[config.mk]
export PLATFORM = sky130hd
export DESIGN_NAME = pci_cfg_addr_gen
export DESIGN_NICKNAME = d
export VERILOG_FILES = /design/src/rtl/pci_cfg_addr_pkg.sv /design/src/rtl/cfg_type0_gen.sv /design/src/rtl/cfg_type1_gen.sv /design/src/rtl/cfg_out_stage.sv /design/src/rtl/pci_cfg_addr_gen.sv
export SDC_FILE = /design/constraint.sdc
export NUM_CORES = 1
export LEC_CHECK = 0
export BUFFER_PORTS_ARGS = -buffer_cell sky130_fd_sc_hd__buf_2
export CORE_ASPECT_RATIO = 1.25
export CORE_UTILIZATION = 45
export CTS_CLUSTER_DIAMETER = 80
export DETAILED_ROUTE_END_ITERATION = 10
export HOLD_SLACK_MARGIN = 0.08
export PLACE_DENSITY = 0.69
export SLEW_MARGIN = 40
export SYNTH_ARGS = -nofsm -noshare
export SYNTH_HDL_FRONTEND = slang
export SYNTH_HIERARCHICAL = 1
export SYNTH_SLANG_ARGS = --single-unit
[constraint.sdc]
create_clock -name clk -period 1.8 [get_ports clk]
set_input_delay 0.36 -clock clk [delete_from_list [all_inputs] [get_ports clk]]
set_output_delay 0.36 -clock clk [all_outputs]
set_load 0.01 [all_outputs]
[src/rtl/pci_cfg_addr_pkg.sv]
package pci_cfg_addr_pkg;
  // Configuration cycle code in map bits 3:1
  localparam logic [2:0] CFG_CYC_CODE = 3'b101;
  // Lowest map bit that carries an upper address bit
  localparam int MAP_ADR_LSB = 4;
  // Width of the function field inside devfn
  localparam int FUNC_W = 3;
  // Width of the slot field inside devfn
  localparam int SLOT_W = 5;

  typedef enum logic { CYC_TYPE0 = 1'b0, CYC_TYPE1 = 1'b1 } cyc_kind_e;
endpackage

[src/rtl/cfg_type0_gen.sv]
module cfg_type0_gen
  import pci_cfg_addr_pkg::*;
#(
  parameter int OFS_W    = 24,
  parameter int MAP_W    = 16,
  parameter int REG_W    = 8,
  parameter int MAP_DROP = 16   // aperture address bit carried by map bit 0
) (
  input  logic [FUNC_W+SLOT_W-1:0] devfn,
  input  logic [REG_W-1:0]         reg_off,
  output logic [OFS_W-1:0]         ofs,
  output logic [MAP_W-1:0]         map,
  output logic                     err
);
  localparam int SEL_BASE  = REG_W + FUNC_W;
  localparam int LOW_MAX   = OFS_W - 1 - SEL_BASE;
  localparam int HIGH_MAX  = MAP_W - 1 + MAP_DROP - SEL_BASE;

  logic [SLOT_W-1:0] slot;
  logic [FUNC_W-1:0] func;
  logic [OFS_W-1:0]  ofs_sel;
  logic [MAP_W-1:0]  map_sel;

  assign slot = devfn[FUNC_W+SLOT_W-1:FUNC_W];
  assign func = devfn[FUNC_W-1:0];

  // One comparator per slot that lands in the aperture offset
  generate
    for (genvar b = 0; b < OFS_W; b++) begin : g_ofs_sel
      if (b >= SEL_BASE && b - SEL_BASE <= LOW_MAX) begin : g_on
        assign ofs_sel[b] = (slot == SLOT_W'(b - SEL_BASE));
      end else begin : g_off
        assign ofs_sel[b] = 1'b0;
      end
    end
    // One comparator per slot that spills into the map word
    for (genvar m = 0; m < MAP_W; m++) begin : g_map_sel
      if (m >= MAP_ADR_LSB && m + MAP_DROP - SEL_BASE > LOW_MAX &&
          m + MAP_DROP - SEL_BASE <= HIGH_MAX) begin : g_on
        assign map_sel[m] = (slot == SLOT_W'(m + MAP_DROP - SEL_BASE));
      end else begin : g_off
        assign map_sel[m] = 1'b0;
      end
    end
  endgenerate

  always_comb begin
    ofs = ofs_sel;
    ofs[SEL_BASE-1:0] = {func, reg_off};
    map = map_sel;
    map[MAP_ADR_LSB-1:0] = {CFG_CYC_CODE, 1'b0};
    err = (int'(slot) > HIGH_MAX);
  end
endmodule

[src/rtl/cfg_type1_gen.sv]
module cfg_type1_gen
  import pci_cfg_addr_pkg::*;
#(
  parameter int OFS_W = 24,
  parameter int MAP_W = 16,
  parameter int BUS_W = 8,
  parameter int REG_W = 8
) (
  input  logic [BUS_W-1:0]         bus,
  input  logic [FUNC_W+SLOT_W-1:0] devfn,
  input  logic [REG_W-1:0]         reg_off,
  output logic [OFS_W-1:0]         ofs,
  output logic [MAP_W-1:0]         map
);
  localparam int FIELD_W = BUS_W + FUNC_W + SLOT_W + REG_W;

  always_comb begin
    ofs = '0;
    ofs[FIELD_W-1:0] = {bus, devfn, reg_off};
    map = '0;
    map[MAP_ADR_LSB-1:0] = {CFG_CYC_CODE, 1'b1};
  end
endmodule

[src/rtl/cfg_out_stage.sv]
module cfg_out_stage #(
  parameter int W = 41
) (
  input  logic         clk,
  input  logic         rst_n,
  input  logic         in_valid,
  output logic         in_ready,
  input  logic [W-1:0] in_data,
  output logic         out_valid,
  input  logic         out_ready,
  output logic [W-1:0] out_data
);
  assign in_ready = !out_valid || out_ready;

  always_ff @(posedge clk) begin
    if (!rst_n) begin
      out_valid <= 1'b0;
      out_data  <= '0;
    end else begin
      if (in_ready) out_valid <= in_valid;
      if (in_valid && in_ready) out_data <= in_data;
    end
  end

  // a stalled result does not move
  p_hold_stable_r8: assert property (@(posedge clk) disable iff (!rst_n)
    out_valid && !out_ready |=> out_valid && $stable(out_data));
endmodule

[src/rtl/pci_cfg_addr_gen.sv]
module pci_cfg_addr_gen
  import pci_cfg_addr_pkg::*;
#(
  parameter int OFS_W    = 24,
  parameter int MAP_W    = 16,
  parameter int BUS_W    = 8,
  parameter int REG_W    = 8,
  parameter int MAP_DROP = 16
) (
  input  logic                     clk,
  input  logic                     rst_n,
  input  logic                     req_valid,
  output logic                     req_ready,
  input  logic [BUS_W-1:0]         req_bus,
  input  logic [FUNC_W+SLOT_W-1:0] req_devfn,
  input  logic [REG_W-1:0]         req_reg,
  output logic                     rsp_valid,
  input  logic                     rsp_ready,
  output logic [OFS_W-1:0]         rsp_ofs,
  output logic [MAP_W-1:0]         rsp_map,
  output logic                     rsp_err
);
  localparam int SEL_BASE = REG_W + FUNC_W;
  localparam int PKT_W    = 1 + MAP_W + OFS_W;

  cyc_kind_e        kind;
  logic [OFS_W-1:0] t0_ofs, t1_ofs, sel_ofs;
  logic [MAP_W-1:0] t0_map, t1_map, sel_map;
  logic             t0_err, sel_err;
  logic [PKT_W-1:0] pkt_in, pkt_out;

  cfg_type0_gen #(.OFS_W(OFS_W), .MAP_W(MAP_W), .REG_W(REG_W), .MAP_DROP(MAP_DROP)) u_t0 (
    .devfn(req_devfn), .reg_off(req_reg), .ofs(t0_ofs), .map(t0_map), .err(t0_err)
  );

  cfg_type1_gen #(.OFS_W(OFS_W), .MAP_W(MAP_W), .BUS_W(BUS_W), .REG_W(REG_W)) u_t1 (
    .bus(req_bus), .devfn(req_devfn), .reg_off(req_reg), .ofs(t1_ofs), .map(t1_map)
  );

  assign kind = (req_bus == '0) ? CYC_TYPE0 : CYC_TYPE1;

  always_comb begin
    if (kind == CYC_TYPE0) begin
      sel_ofs = t0_ofs;
      sel_map = t0_map;
      sel_err = t0_err;
    end else begin
      sel_ofs = t1_ofs;
      sel_map = t1_map;
      sel_err = 1'b0;
    end
  end

  assign pkt_in = {sel_err, sel_map, sel_ofs};

  cfg_out_stage #(.W(PKT_W)) u_stage (
    .clk(clk), .rst_n(rst_n),
    .in_valid(req_valid), .in_ready(req_ready), .in_data(pkt_in),
    .out_valid(rsp_valid), .out_ready(rsp_ready), .out_data(pkt_out)
  );

  assign {rsp_err, rsp_map, rsp_ofs} = pkt_out;

  // an accepted request appears on the next cycle
  p_accept_r9: assert property (@(posedge clk) disable iff (!rst_n)
    req_valid && req_ready |=> rsp_valid);

  // every result carries the configuration cycle code
  p_cyc_code_r4: assert property (@(posedge clk) disable iff (!rst_n)
    rsp_valid |-> rsp_map[MAP_ADR_LSB-1:1] == CFG_CYC_CODE);

  // a good type 0 result has exactly one select bit across offset and map
  p_sel_onehot_r2: assert property (@(posedge clk) disable iff (!rst_n)
    rsp_valid && !rsp_map[0] && !rsp_err |->
      $countones({rsp_ofs[OFS_W-1:SEL_BASE], rsp_map[MAP_W-1:MAP_ADR_LSB]}) == 1);

  // an error result carries no select bit
  p_err_nosel_r7: assert property (@(posedge clk) disable iff (!rst_n)
    rsp_valid && rsp_err |->
      !rsp_map[0] && $countones({rsp_ofs[OFS_W-1:SEL_BASE], rsp_map[MAP_W-1:MAP_ADR_LSB]}) == 0);

  // type 1 results never flag an error and keep the map upper bits clear
  p_type1_map_r6: assert property (@(posedge clk) disable iff (!rst_n)
    rsp_valid && rsp_map[0] |-> !rsp_err && rsp_map[MAP_W-1:MAP_ADR_LSB] == '0);
endmodule

==> Word-level counts from Yosys, hierarchy flattened <==
Index checks and enable logic that the tools add are counted.
{ "totals": {"register_bits": 42, "in_bits": 28, "out_inout_bits": 43, "elab_cells": 31} }
{ "classes": {"magnitude_cmp": 1, "eq_ne": 20, "n_mux": 3, "reduce_logical": 5} }
{ "ops": {"columns": ["cell", "n"], "rows": [
  ["$eq 5x4->1 const B", 8],
  ["$eq 5x5->1 const B", 5],
  ["$mux 24", 1],
  ["$eq 5x3->1 const B", 4],
  ["$mux 16", 1],
  ["$eq 5x2->1 const B", 2],
  ["$logic_not 8->1", 1],
  ["$eq 5x1->1 const B", 1],
  ["$gt 5x5->1 const B", 1],
  ["$logic_not 5->1", 1],
  ["$logic_and 1x1->1", 1],
  ["$logic_not 1->1", 1],
  ["$logic_or 1x1->1", 1],
  ["$mux 1", 1]
]} }

==> Depth between registers and ports, before layout <==
Gate-level depths: netlist of the first run.
{ "depth": {"word_depth": 3, "depth_mapped": 6, "depth_no_buf": 5} }

==> Hierarchy <==
The synthesis of the first run kept the hierarchy.
{ "by_module_without_submodules": {"columns": ["module", "n_inst", "cells_each", "area_each_um2", "seq_area_each_um2"], "rows": [
  ["cfg_out_stage", 1, 183, 1720.4, 840.8],
  ["pci_cfg_addr_gen", 1, 48, 668.1, 0.0],
  ["cfg_type0_gen", 1, 58, 342.8, 0.0],
  ["cfg_type1_gen", 1, 42, 307.8, 0.0]
]} }

==> Worst setup path after synthesis of the first run <==
No wires, ideal clock.
{ "synth_path": {"path_type": "input -> register", "start": "in req_bus[1]", "end": "reg u_stage.out_data[0]", "setup_ns": 0.118, "arrival_time_ns": 1.426, "required_ns": 1.682, "path_slack_ns": 0.256, "path_stages": 6, "cell_sequence": "nor4_1 -> nand2_1 -> buf_6 -> mux2_4 -> nand2_1 -> mux2i_1"} }
{ "synth_lines": {"columns": ["item", "line_no", "source"], "rows": [
  ["start, declared", "pci_cfg_addr_gen.sv:14", "input logic [BUS_W-1:0] req_bus,"],
  ["end signal, assigned", "cfg_out_stage.sv:21", "if (in_valid && in_ready) out_data <= in_data;"],
  ["end, declared", "cfg_out_stage.sv:11", "output logic [W-1:0] out_data"]
]} }

==> results.toml, run 1 <==
[power]
power_density_nw_per_um2 = 642
leakagePower_nw = 1.67
vdd_drop_max_uv = 385

[die]
ioPinCount = 71
num_rows = 33
die_area_um2 = 7090
core_um2 = 6520
die_w_um = 75.5
initial_utilization = 0.466
die_h_um = 93.9

[clock_tree]
cts-resized-gates = 0
cts_buffer_depth = 2
insertion_delay_ns = 0.29
htreeDepth = 2
cts_made_buffers = 5
cts_tree = "built"
clk_pin_slew_ns = 0.08
cts_setup_buffers = 0
cts-root-buf = "clkbuf_8"
postCtsHoldBufs = 0
clock-sinks = 42

[finish]
fin_area_um2 = 3140
antenna_cells = 0
nets = 384
synthToLayoutAreaGrowth_pct = 3.21
drive_above_1_share = 0.357
post-route-util = 0.481

[yosys]
synth_compound_area_frac = 0.00412
synth_top_area_cell = "dfxtp_1"
synth-simple-area-share = 0.169
async_flop_share = 0
synth.area.top_cells = "dfxtp_1 (28%), mux2_4 (20%), buf_4 (15%)"
ys_types = 25
syn_inst = 331
synth_flop_cell = "dfxtp_1"
avgSynthCellArea_um2 = 9.18
yosysSeqAreaShare = 0.277
synthAdderAreaFrac = 0
netlist_area_um2 = 3040
synth-seq-cells = 42
yosysWarnings = 6
synth_xor_area_frac = 0
synth_top_family_by_area = "multiplexers"
synthMuxAreaShare = 0.333
synth_top_area_frac = 0.277
synth_edf_count = 0

[worst_setup_path]
arrival_ns = 1.69
critPathLaunchType = "input pin"
worstPathMaxFanout = 29
endpoint_kind = "flop"
critPathKind = "input pin to flop"
worstPathRequired_ns = 1.98

[timing]
fin_crit_sh = 0.839
rsz0062_at_grt = "no"
fin_crit_ns = 1.51
finalMaxSlewViolations = 0
setup_viol = 0
fin_worst_skew_ns = 0.00349
max_freq_mhz = 662
final_hold_viol_count = 0

[placement]
place_congestion = 0.768
placed_area_um2 = 3060
hpwl_mm = 3.84
port_buffers = 70

[route]
postRouteAntennaNets = 0
vias_per_cell = 4.58
num_vias = 2030
drt_iter0_drc = 49
wl_per_cell_um = 12.0
drt-total-wl_mm = 5.30
drc_errors = 0
dr.pass1.iters = 4

[run]
cap_violations = 0

[global_routing]
grt_pass1_vias = 1940
overflow = 0
grt_usage = 0.156
grt_max_degree = 38
grt_pass1_wl_mm = 8.47
antenna_found_initial = 0

[outcome]
status = "completed"

[hold_path]
hold_path_class = "input pin to flop"
==> sequential cells by signal, indices dropped and copies added, names as in the netlist <==
| signal | count |
|---|---|
| u_stage/out_valid | 1 |
| u_stage/out_data | 41 |
==> routing by layer <==
layer,vias up,global-route usage,part of all wire
met5,-,0,0
met4,0,0.0417,0.014
met3,7,0.0429,0.057
met2,57,0.281,0.50
met1,924,0.175,0.43
li1,1042,-,-
==> layout make-up <==
cell class                      count  area [µm²]
Multi-Input combinational cell    227        1630
Clock buffer                        7        76.3
Timing Repair Buffer               78         473
Fill cell                         665        3390
Inverter                            2        7.51
Tap cell                           87         109
Sequential cell                    42         841
==> synthesized netlist by cell type (all sizes together) (2+ instances only) <==
cell	instances
clkbuf	8
nor3	9
nor4	2
or3b	2
dfxtp	42
mux2	40
mux2i	41
conb	4
and3	2
nand2b	3
buf	72
nor2	13
inv	2
nand2	84
==> cell usage in the layout, fill, tap and decap left out <==
cell type | Yosys | routed
clkbuf_8 | 0 | 5
and2_4 | 1 | 1
mux2_4 | 40 | 40
dfxtp_1 | 42 | 42
buf_4 | 60 | 3
or3_1 | 1 | 1
nand2_2 | 0 | 1
or3b_1 | 2 | 2
nor2_1 | 13 | 13
mux2i_1 | 41 | 41
nand3b_1 | 1 | 1
buf_2 | 2 | 70
nor3_1 | 9 | 9
clkbuf_1 | 8 | 2
and3_1 | 2 | 2
o21ai_0 | 1 | 1
or2_2 | 1 | 1
nand2b_4 | 1 | 1
nand2b_1 | 2 | 2
conb_1 | 4 | 24
nor4_1 | 2 | 2
nand2_1 | 84 | 83
a21boi_0 | 1 | 1
buf_12 | 4 | 5
or2b_1 | 1 | 1
inv_1 | 2 | 2
==> worst max-delay path, stage by stage <==
cell and delay (ns):
buf_2 0.10, nor4_1 0.42, nand2_2 0.13, buf_12 0.22
mux2_4 0.32, nand2_1 0.06, mux2i_1 0.06
==> cell families after synthesis <==
family          Yosys count
buf+inv                  82
flops                    42
mux                      81
simple gates            120
compound gates            2
other cells               4
==> final timing paths <==
| kind | from | to | slack, ns | cells after the start |
|---|---|---|---|---|
| setup / recovery | req_bus[7] | u_stage/out_data[7]$_SDFFE_PN0P_ | 0.29 | 7 |
| hold reg to reg | u_stage/out_data[14]$_SDFFE_PN0P_ | u_stage/out_data[14]$_SDFFE_PN0P_ | 0.45 | 2 |
| hold / removal | req_valid | u_stage/out_valid$_SDFFE_PN0P_ | 0.32 | 3 |
| setup reg to reg | u_stage/out_valid$_SDFFE_PN0P_ | u_stage/out_data[22]$_SDFFE_PN0P_ | 0.72 | 4 |
==> report_power, final <==
part	internal (W)	switching (W)	total, W
registers	0.000990	0.0000284	0.00102
clock network	0.000267	0.000308	0.000575
logic	0.000214	0.000207	0.000421
==> metrics by stage <==
step / cells / setup WS, ns / TNS [ns] / total power (W) / hold WS, ns
finish: 443 / 0.290 / 0 / 0.00201 / 0.317
global route: 443 / 0.170 / 0 / 0.00214 / 0.330
CTS: 443 / 0.294 / 0 / 0.00205 / 0.303
detailed placement: 436 / -0.0134 / -0.0673 / 0.00146 / 0.443
global placement: 436 / 0.0352 / 0 / 0.00145 / 0.440
floorplan: 351 / 0.256 / 0 / 0.00143 / 0.479
(Power assumes the default switching activity.)
==> inputs of run 2 (changes only) <==
Clock period 1.8 ns to 1.6 ns, I/O delays scaled along.
==> run 2 against run 1 <==
  * Worst setup slack got worse by 0.19 ns
  * Die area did not move
  * Design area rose by 1.0%
  * Global-route usage fell by 0.69 points
==> results.toml, run 2 (synthesis gave the netlist of run 1 again) <==
[global_routing]
met3_usage = 0.0322
busiest_layer = "met2"
antenna_found_initial = 0
grt_pass1_wl_mm = 8.26
grt_usage = 0.149
grt_pass1_vias = 1874
overflow = 0
globalRouteMet2Util = 0.269
grtUsageMet1 = 0.173
grt_max_degree = 84

[clock_tree]
insertion_delay_ns = 0.29
cts_tree = "built"
cts-root-buf = "clkbuf_8"
htreeDepth = 2
postCtsHoldBufs = 0
clk_pin_slew_ns = 0.08
cts_buffer_depth = 2
cts_setup_buffers = 0
cts-resized-gates = 0
cts_made_buffers = 5
clock-sinks = 42

[finish]
multi_input_area_um2 = 1630
drive_above_1_share = 0.368
biggestRegsByFlops = "u_stage/out_data x41, u_stage/out_valid x1"
fill_cells = 673
layout_common_cells = "nand2_1 (83), buf_2 (70), dfxtp_1 (42)"
largest_reg_flops = 41
antenna_cells = 0
final-seq-area_um2 = 841
final_common_cell = "nand2_1"
nets = 388
fin_area_um2 = 3170
stdcell_count = 448
post-route-util = 0.486
largest_register = "u_stage/out_data"
synthToLayoutAreaGrowth_pct = 4.28

[route]
wl_per_cell_um = 11.9
drt-total-wl_mm = 5.34
vias_per_cell = 4.60
dr.pass1.iters = 4
num_vias = 2060
drt_iter0_drc = 65
postRouteAntennaNets = 0
drc_errors = 0

[power]
leakagePower_nw = 1.70
combPwrFrac = 0.205
internal-power_w = 0.00170
power_density_nw_per_um2 = 736
seqPwrFrac = 0.491
vdd_drop_max_uv = 350
netSwitchingPower_w = 0.000629
switching_share = 0.270
clock_power_share = 0.305

[placement]
dp_cells = 440
place_congestion = 0.765
placed_area_um2 = 3080
hpwl_mm = 3.80
port_buffers = 70

[timing]
finalMaxSlewViolations = 0
fin_crit_ns = 1.50
max_freq_mhz = 666
setup-tns-final_ns = 0
fin_crit_sh = 0.939
setup_viol = 0
fin_worst_skew_ns = 0.00609
rsz0062_at_grt = "no"
whs_ns = 0.283
final_hold_viol_count = 0

[die]
num_rows = 33
ioPinCount = 71
die_area_um2 = 7090
core_um2 = 6520
initial_utilization = 0.466
die_h_um = 93.9
die_w_um = 75.5

[worst_setup_path]
worstPathMaxFanout = 29
critPathLaunchType = "input pin"
critPathKind = "input pin to flop"
arrival_ns = 1.68
worstPathRequired_ns = 1.78
endpoint_kind = "flop"

[hold_path]
hold_path_class = "input pin to flop"

[outcome]
status = "completed"

[run]
cap_violations = 0
==> run 2: changes by cell type in the layout (fill, tap and decap cells not counted), sizes merged <==
| cell | delta |
|---|---|
| buf | +4 |
| clkinv | +1 |
==> run 2: power by group through the flow <==
stage	Sequential [W]	Clock (W)	Combinational [W]
3_3_place_gp	0.00117	0	0.000470
4_1_cts	0.00115	0.000743	0.000481
3_5_place_dp	0.00117	0	0.000479
5_1_grt	0.00116	0.000783	0.000523
2_1_floorplan	0.00120	0	0.000405
6_report	0.00114	0.000711	0.000477
==> run 2: critical path, cell delays in order <==
cell and delay (ns):
buf_2 0.11, nor4_1 0.43, nand2_2 0.14, buf_12 0.22, mux2_4 0.31, nand2_1 0.06
mux2i_1 0.07
==> run 2: area by class of cell <==
cell class / count / share of cell area
multi-input combinational: 227 / 0.514
sequential: 42 / 0.265
timing repair buffer: 82 / 0.155
tap: 87 / 0.0343
clock buffer: 7 / 0.0272
inverter: 2 / 0.00237
clock inverter: 1 / 0.00158
==> run 2: per-layer routing <==
layer | part of all wire | routed length, µm | vias to the layer above
li1 | - | - | 1049
met4 | 0.0073 | 39 | 0
met2 | 0.49 | 2630 | 52
met5 | 0 | 0 | -
met3 | 0.051 | 275 | 4
met1 | 0.45 | 2390 | 955
==> run 2: through the flow <==
step           power (W)  worst slack, ns
3_3_place_gp     0.00164           -0.169
2_1_floorplan    0.00161           0.0957
4_1_cts          0.00237            0.111
6_report         0.00233           0.0982
5_1_grt          0.00246         0.000395
3_5_place_dp     0.00165           -0.191
==> run 2: worst paths after layout <==
path,cells after the start,end,startpoint,slack [ns]
max,7,u_stage/out_data[7]$_SDFFE_PN0P_,req_bus[7],0.1
min,3,u_stage/out_valid$_SDFFE_PN0P_,req_valid,0.28
max reg2reg,4,u_stage/out_data[7]$_SDFFE_PN0P_,u_stage/out_valid$_SDFFE_PN0P_,0.38
min reg2reg,2,u_stage/out_data[1]$_SDFFE_PN0P_,u_stage/out_data[1]$_SDFFE_PN0P_,0.46
